--- src/rtl/sio_flowgate_pkg.sv ---
package sio_flowgate_pkg;

  // Positions of the flow enables inside the flow register
  localparam int unsigned FL_RTS = 0;
  localparam int unsigned FL_CTS = 1;
  localparam int unsigned FL_DTR = 2;
  localparam int unsigned FL_CD  = 3;
  localparam int unsigned FL_ISO = 4;
  localparam int unsigned FL_USED = 5;

  // Clock register: four 3-bit select fields from bit 0 upward
  localparam int unsigned CK_FLD_W = 3;
  localparam int unsigned CK_USED  = 4 * CK_FLD_W;

  typedef enum logic [1:0] {
    UPD_NOW   = 2'd0,
    UPD_DRAIN = 2'd1,
    UPD_FLUSH = 2'd2,
    UPD_RSVD  = 2'd3
  } upd_mode_e;

  typedef enum logic [1:0] {
    ST_IDLE  = 2'd0,
    ST_WAIT  = 2'd1,
    ST_FLUSH = 2'd2
  } stage_e;

  typedef enum logic [1:0] {
    IN_OWN_BRG = 2'd0,
    IN_DCE_TX  = 2'd1,
    IN_DCE_RX  = 2'd2
  } in_src_e;

  typedef enum logic [2:0] {
    OUT_OFF    = 3'd0,
    OUT_BRG_RX = 3'd1,
    OUT_BRG_TX = 3'd2,
    OUT_DCE_TX = 3'd3,
    OUT_DCE_RX = 3'd4
  } out_src_e;

  typedef struct packed {
    logic rts_fc;
    logic dtr_fc;
    logic cts_fc;
    logic cd_fc;
    logic iso_fc;
  } flow_sel_t;

  // Reserved codes fall back to the local generator
  function automatic in_src_e decode_in(input logic [CK_FLD_W-1:0] code);
    case (code)
      3'd1:    return IN_DCE_TX;
      3'd2:    return IN_DCE_RX;
      default: return IN_OWN_BRG;
    endcase
  endfunction

  // Reserved codes leave the output quiet
  function automatic out_src_e decode_out(input logic [CK_FLD_W-1:0] code);
    case (code)
      3'd1:    return OUT_BRG_RX;
      3'd2:    return OUT_BRG_TX;
      3'd3:    return OUT_DCE_TX;
      3'd4:    return OUT_DCE_RX;
      default: return OUT_OFF;
    endcase
  endfunction

  // RTS wins over DTR, CTS wins over CD when both are enabled
  function automatic flow_sel_t decode_flow(input logic [FL_USED-1:0] f);
    flow_sel_t s;
    s.rts_fc = f[FL_RTS];
    s.dtr_fc = f[FL_DTR] & ~f[FL_RTS];
    s.cts_fc = f[FL_CTS];
    s.cd_fc  = f[FL_CD] & ~f[FL_CTS];
    s.iso_fc = f[FL_ISO];
    return s;
  endfunction

  function automatic logic pick_in(input in_src_e s, input logic own,
                                   input logic dtx, input logic drx);
    case (s)
      IN_DCE_TX: return dtx;
      IN_DCE_RX: return drx;
      default:   return own;
    endcase
  endfunction

  function automatic logic pick_out(input out_src_e s, input logic brx, input logic btx,
                                    input logic dtx, input logic drx);
    case (s)
      OUT_BRG_RX: return brx;
      OUT_BRG_TX: return btx;
      OUT_DCE_TX: return dtx;
      OUT_DCE_RX: return drx;
      default:    return 1'b0;
    endcase
  endfunction

endpackage

--- src/rtl/sio_cfg_stage.sv ---
module sio_cfg_stage import sio_flowgate_pkg::*; #(
  parameter int unsigned CFG_W = 16
) (
  input  logic             clk,
  input  logic             rst_n,
  input  logic             cfg_wr,
  input  logic [1:0]       cfg_mode,
  input  logic [CFG_W-1:0] cfg_flow,
  input  logic [CFG_W-1:0] cfg_clk,
  input  logic             drained,
  output logic [CFG_W-1:0] act_flow,
  output logic [CFG_W-1:0] act_clk,
  output logic             rx_flush
);

  stage_e           st;
  logic [CFG_W-1:0] pend_flow;
  logic [CFG_W-1:0] pend_clk;
  logic             pend_flush;
  upd_mode_e        wmode;

  assign wmode = upd_mode_e'(cfg_mode);

  always_ff @(posedge clk or negedge rst_n) begin
    if (!rst_n) begin
      st         <= ST_IDLE;
      act_flow   <= '0;
      act_clk    <= '0;
      pend_flow  <= '0;
      pend_clk   <= '0;
      pend_flush <= 1'b0;
      rx_flush   <= 1'b0;
    end else begin
      rx_flush <= 1'b0;
      if (cfg_wr) begin
        if (wmode == UPD_DRAIN || wmode == UPD_FLUSH) begin
          pend_flow  <= cfg_flow;
          pend_clk   <= cfg_clk;
          pend_flush <= (wmode == UPD_FLUSH);
          st         <= ST_WAIT;
        end else begin
          act_flow <= cfg_flow;
          act_clk  <= cfg_clk;
          st       <= ST_IDLE;
        end
      end else begin
        case (st)
          ST_WAIT: begin
            if (drained) begin
              if (pend_flush) begin
                rx_flush <= 1'b1;
                st       <= ST_FLUSH;
              end else begin
                act_flow <= pend_flow;
                act_clk  <= pend_clk;
                st       <= ST_IDLE;
              end
            end
          end
          ST_FLUSH: begin
            act_flow <= pend_flow;
            act_clk  <= pend_clk;
            st       <= ST_IDLE;
          end
          default: st <= ST_IDLE;
        endcase
      end
    end
  end

endmodule

--- src/rtl/sio_rx_watch.sv ---
module sio_rx_watch #(
  parameter int unsigned LVL_W   = 5,
  parameter int unsigned HI_MARK = 12,
  parameter int unsigned LO_MARK = 4
) (
  input  logic             clk,
  input  logic             rst_n,
  input  logic [LVL_W-1:0] rx_level,
  output logic             rx_stop
);

  localparam logic [LVL_W-1:0] HI_L = LVL_W'(HI_MARK);
  localparam logic [LVL_W-1:0] LO_L = LVL_W'(LO_MARK);

  logic at_hi;
  logic at_lo;

  assign at_hi = (rx_level >= HI_L);
  assign at_lo = (rx_level <= LO_L);

  always_ff @(posedge clk or negedge rst_n) begin
    if (!rst_n)     rx_stop <= 1'b0;
    else if (at_hi) rx_stop <= 1'b1;
    else if (at_lo) rx_stop <= 1'b0;
  end

endmodule

--- src/rtl/sio_hs_ctl.sv ---
module sio_hs_ctl import sio_flowgate_pkg::*; (
  input  logic      clk,
  input  logic      rst_n,
  input  flow_sel_t fsel,
  input  logic      port_open,
  input  logic      rx_stop,
  input  logic      cts_i,
  input  logic      cd_i,
  input  logic      tx_busy,
  output logic      rts_o,
  output logic      dtr_o,
  output logic      tx_permit,
  output logic      gate_ok
);

  assign rts_o   = port_open & ~(fsel.rts_fc & rx_stop);
  assign dtr_o   = port_open & ~(fsel.dtr_fc & rx_stop);
  assign gate_ok = ~(fsel.cts_fc & ~cts_i) & ~(fsel.cd_fc & ~cd_i);

  // The decision only moves between characters
  always_ff @(posedge clk or negedge rst_n) begin
    if (!rst_n)        tx_permit <= 1'b1;
    else if (!tx_busy) tx_permit <= gate_ok;
  end

endmodule

--- src/rtl/sio_clk_route.sv ---
module sio_clk_route import sio_flowgate_pkg::*; (
  input  logic               clk,
  input  logic [CK_USED-1:0] clk_cfg,
  input  logic               brg_tx_stb,
  input  logic               brg_rx_stb,
  input  logic               dce_txc_stb,
  input  logic               dce_rxc_stb,
  input  logic               iso_block,
  output logic               tx_tick,
  output logic               rx_tick,
  output logic               dte_txc_o,
  output logic               dte_rxc_o
);

  logic [1:0] in_tick;
  logic [1:0] out_tick;

  // Field 0 feeds the transmit tick, field 1 the receive tick
  for (genvar g = 0; g < 2; g++) begin : g_in
    in_src_e sel;
    logic    own;
    assign sel        = decode_in(clk_cfg[g*CK_FLD_W +: CK_FLD_W]);
    assign own        = (g == 0) ? brg_tx_stb : brg_rx_stb;
    assign in_tick[g] = pick_in(sel, own, dce_txc_stb, dce_rxc_stb);
  end

  // Fields 2 and 3 feed the two outgoing timing lines
  for (genvar g = 0; g < 2; g++) begin : g_out
    out_src_e sel;
    assign sel         = decode_out(clk_cfg[(g+2)*CK_FLD_W +: CK_FLD_W]);
    assign out_tick[g] = ~iso_block &
                         pick_out(sel, brg_rx_stb, brg_tx_stb, dce_txc_stb, dce_rxc_stb);
  end

  assign tx_tick   = in_tick[0];
  assign rx_tick   = in_tick[1];
  assign dte_txc_o = out_tick[0];
  assign dte_rxc_o = out_tick[1];

  logic unused_clk;
  assign unused_clk = clk;

endmodule

--- src/rtl/sio_flowgate.sv ---
module sio_flowgate import sio_flowgate_pkg::*; #(
  parameter int unsigned CFG_W   = 16,
  parameter int unsigned LVL_W   = 5,
  parameter int unsigned HI_MARK = 12,
  parameter int unsigned LO_MARK = 4
) (
  input  logic             clk,
  input  logic             rst_n,
  input  logic             cfg_wr,
  input  logic [1:0]       cfg_mode,
  input  logic [CFG_W-1:0] cfg_flow,
  input  logic [CFG_W-1:0] cfg_clk,
  input  logic             port_open,
  input  logic [LVL_W-1:0] rx_level,
  input  logic             tx_empty,
  input  logic             tx_busy,
  input  logic             cts_i,
  input  logic             cd_i,
  input  logic             dce_txc_stb,
  input  logic             dce_rxc_stb,
  input  logic             brg_tx_stb,
  input  logic             brg_rx_stb,
  output logic             rts_o,
  output logic             dtr_o,
  output logic             tx_permit,
  output logic             tx_tick,
  output logic             rx_tick,
  output logic             dte_txc_o,
  output logic             dte_rxc_o,
  output logic             rx_flush
);

  logic [CFG_W-1:0] act_flow;
  logic [CFG_W-1:0] act_clk;
  flow_sel_t        fsel;
  logic             drained;
  logic             rx_stop;
  logic             iso_block;
  logic             cts_gate_en;
  logic             gate_ok;

  assign drained     = tx_empty & ~tx_busy;
  assign fsel        = decode_flow(act_flow[FL_USED-1:0]);
  assign iso_block   = fsel.iso_fc & rx_stop;
  assign cts_gate_en = fsel.cts_fc;

  sio_cfg_stage #(.CFG_W(CFG_W)) u_stage (
    .clk      (clk),
    .rst_n    (rst_n),
    .cfg_wr   (cfg_wr),
    .cfg_mode (cfg_mode),
    .cfg_flow (cfg_flow),
    .cfg_clk  (cfg_clk),
    .drained  (drained),
    .act_flow (act_flow),
    .act_clk  (act_clk),
    .rx_flush (rx_flush)
  );

  sio_rx_watch #(.LVL_W(LVL_W), .HI_MARK(HI_MARK), .LO_MARK(LO_MARK)) u_watch (
    .clk      (clk),
    .rst_n    (rst_n),
    .rx_level (rx_level),
    .rx_stop  (rx_stop)
  );

  sio_hs_ctl u_hs (
    .clk       (clk),
    .rst_n     (rst_n),
    .fsel      (fsel),
    .port_open (port_open),
    .rx_stop   (rx_stop),
    .cts_i     (cts_i),
    .cd_i      (cd_i),
    .tx_busy   (tx_busy),
    .rts_o     (rts_o),
    .dtr_o     (dtr_o),
    .tx_permit (tx_permit),
    .gate_ok   (gate_ok)
  );

  sio_clk_route u_route (
    .clk         (clk),
    .clk_cfg     (act_clk[CK_USED-1:0]),
    .brg_tx_stb  (brg_tx_stb),
    .brg_rx_stb  (brg_rx_stb),
    .dce_txc_stb (dce_txc_stb),
    .dce_rxc_stb (dce_rxc_stb),
    .iso_block   (iso_block),
    .tx_tick     (tx_tick),
    .rx_tick     (rx_tick),
    .dte_txc_o   (dte_txc_o),
    .dte_rxc_o   (dte_rxc_o)
  );

  logic unused_bits;
  assign unused_bits = ^{act_flow[CFG_W-1:FL_USED], act_clk[CFG_W-1:CK_USED], gate_ok};

endmodule

--- config.mk ---
export PLATFORM = sky130hd
export DESIGN_NAME = sio_flowgate
export DESIGN_NICKNAME = d
export VERILOG_FILES = /design/src/rtl/sio_flowgate_pkg.sv /design/src/rtl/sio_cfg_stage.sv /design/src/rtl/sio_rx_watch.sv /design/src/rtl/sio_hs_ctl.sv /design/src/rtl/sio_clk_route.sv /design/src/rtl/sio_flowgate.sv
export SDC_FILE = /design/constraint.sdc
export NUM_CORES = 1
export LEC_CHECK = 0
export BUFFER_PORTS_ARGS = -buffer_cell sky130_fd_sc_hd__buf_2
export CAP_MARGIN = 10
export CORE_MARGIN = 8
export CORE_UTILIZATION = 45
export DETAILED_ROUTE_END_ITERATION = 10
export PLACE_DENSITY = 0.75
export SYNTH_ARGS = -nofsm -noshare
export SYNTH_HDL_FRONTEND = slang
export SYNTH_SLANG_ARGS = --single-unit
--- constraint.sdc ---
create_clock -name clk -period 2.42 [get_ports clk]
set_clock_uncertainty 0.05 [all_clocks]
set_input_delay 0.242 -clock clk [delete_from_list [all_inputs] [get_ports clk]]
set_output_delay 0.242 -clock clk [all_outputs]
set_load 0.02 [all_outputs]
==> results_dict.tcl <==
set metrics [dict create \
    p_total_mw 1.950 \
    drc 0 \
    io_pins 59 \
    netlist_top_cells_count "mux2_2 (41), dfrtp_1 (39), inv_1 (9), mux2_4 (9)" \
    p_seq_share_pct 48.0 \
    numPortBuffers 43 \
    rows 24 \
    required_ns 2.13 \
    diodes 0 \
    root_buffer "clkbuf_8" \
    synth_edf_count 0 \
    ys_ff_latch 40 \
    clk_pin_slew_ns 0.08 \
    cts_sinks 40 \
    initial_core_util_pct 46.95 \
    synth_mux_area_share_pct 31.15 \
    wire_per_inst_um 15.46 \
    power.share.clock_pct 24.1 \
    synth-simple-area-share_pct 5.692 \
    cp-end-kind "output pin" \
    drt_wl_total_um 3958 \
    irDropWorstVdd_mv 0.3450 \
    critPathLaunchType "register" \
    final_area_um2 2422 \
    p_sw_share_pct 28.71 \
    r2r_end "u_stage.act_clk[0]" \
    p_leak_nw 1.166 \
    hold_viol 0 \
    synth_top_family_by_area "multiplexers" \
    area_growth_pct 18.48 \
    dp.final_hpwl_um 2901 \
    setup_viol 0 \
    clock.fmax_mhz 468.8 \
    ctsHoldBuffers 0 \
    grt_pass1_wl_um 6741 \
    finalSetupTns_ns 0 \
    synth_area_leaders "dfrtp_1 (48%), mux2_2 (23%), mux2_4 (6.6%)" \
    r2r_start "u_stage.st[1]" \
    die_area_um2 6956 \
    ant_nets 0 \
    place_area_um2 2326 \
    drt-initial-drc-count 37 \
    grt_pass1_vias 1446 \
    async_flop_share_pct 100.0 \
    place_congestion 0.7644 \
    critPathArrivalTime_ns 1.84 \
    path_max_fanout 3 \
    worstSetupPathType "reg -> out" \
    yosysTopAreaCellShare_pct 47.74 \
    grt.total_usage_pct 11.92 \
    clk_latency_ns 0.29 \
    grt_overflow_total 0 \
    fin_crit_ns 2.133 \
    clockBufferDepth 2 \
    final_util_pct 55.63 \
    ys_seq_area_share_pct 49.02 \
    yosys_warnings 0 \
    min_path_type "in -> async" \
    grt_antenna_before_repair 0 \
    synthCells 157 \
    r2r_cells 5 \
    maxCapViolations 0 \
    finalMaxSlewViolations 0 \
    cts_inserted_buffers 5 \
    synth_most_common_cell "mux2_2" \
    viasPerCell 5.176 \
    num_vias 1325 \
    yosys.area.top_type "dfrtp_1" \
    worstMarginPinSlew_ns 0.8864 \
    p_int_mw 1.390 \
    rsz0062_at_grt "false" \
    synth_compound_area_share_pct 7.405 \
    drtPass1Iterations 3 \
    synthDistinctLibCells 27 \
    die_h_um 83.41 \
    r2r_slack_ns 0.66 \
    status "finished clean" \
    post_cts_buffers 0 \
    tritoncts "done" \
    synth.avg_cell_area_um2 13.02 \
    yosys.area_share.adder_pct 3.060 \
    holdWs_ns 0.01285 \
    syn_area_um2 2044 \
    layout-drive-gt1-share_pct 52.94 \
    syn_nets 213 \
    synth-main-ff-cell "dfrtp_1" \
    htreeDepth 2 \
    synth_xor_area_share_pct 0 \
    grt_max_degree 41 \
    pwr-share-comb_pct 27.9 \
    fin_crit_sh_pct 88.14 \
    design.core.area_um2 4354 \
    relSlewSlack_pct 40.91 \
    dieWidth_um 83.41 \
    cts_resized 0 \
    p_per_area_nw_per_um2 804.9 \
    nets 260 \
    power.switching_uw 559.7 \
]
==> worst max path at each step <==
stage                  startpoint                 end  cells past startpoint
6_report       u_stage.act_clk[5]             rx_tick                      4
5_1_grt        u_stage.act_clk[5]             rx_tick                      4
4_1_cts        u_stage.act_clk[5]             rx_tick                      4
3_5_place_dp               cfg_wr  u_stage.act_clk[0]                      6
3_3_place_gp               cfg_wr  u_stage.act_clk[2]                      6
2_1_floorplan  u_stage.act_clk[5]             rx_tick                      3
==> stage by stage <==
stage                     instances  setup slack (ns)
after CTS                       256            0.2725
after floorplan                 157            0.4998
after global placement          249            0.5069
after detailed placement        249            0.4619
final                           256            0.2870
after global routing            256            0.2014
==> cells in the final DEF (no fill, tap or decap), drive strengths merged, types with 3 or more instances in the layout <==
cell and count:
a22oi 3, a21oi 8, ha 5, nor2 7, inv 9, nand2 8
buf 45, mux2 50, mux2i 4, clkbuf 7, dfrtp 39, o21ai 5
==> flip-flops by register name, indices dropped and copies added (netlist names), 2 cells and up <==
name	cells
u_stage.act_clk	12
u_stage.act_flow	5
u_stage.pend_clk	12
u_stage.pend_flow	5
u_stage.st	2
==> routing by layer <==
metal	up-vias	GRT usage (%)	wire (µm)
met4	0	4.792	60
met3	8	4.980	258
met2	31	18.46	1850
li1	644	-	-
met1	642	14.21	1788
met5	-	0	0
==> worst max-delay path: stages, from the launching register on <==
cell     delay, ns
dfrtp_1       0.40
or3b_2        0.49
ha_1          0.30
o21ai_0       0.17
buf_2         0.19
==> kinds of logic (layout without fill, tap and decap cells) <==
family          Yosys count  after routing
compound gates           21             21
fa+ha+maj                 5              5
buf+inv                  14             61
mux                      54             54
simple gates             23             23
flops                    40             40
==> power by group through the flow <==
stage                     clock [mW]  sequential (mW)  combinational (mW)
after detailed placement           0            0.947               0.553
after global placement             0            0.938               0.536
after CTS                      0.491            0.936               0.554
after global routing           0.521            0.958               0.602
final                          0.470            0.935               0.544
after floorplan                    0            0.921               0.409
==> cell type report <==
cell class                      instances  area [µm²]
Fill cell                             367        1932
Multi-Input combinational cell        103       969.7
Sequential cell                        40        1002
Tap cell                               52       65.06
Inverter                                9       33.78
Clock buffer                            7       96.34
Timing Repair Buffer                   45       255.2
Note: power is estimated with default switching activity, not from simulation.
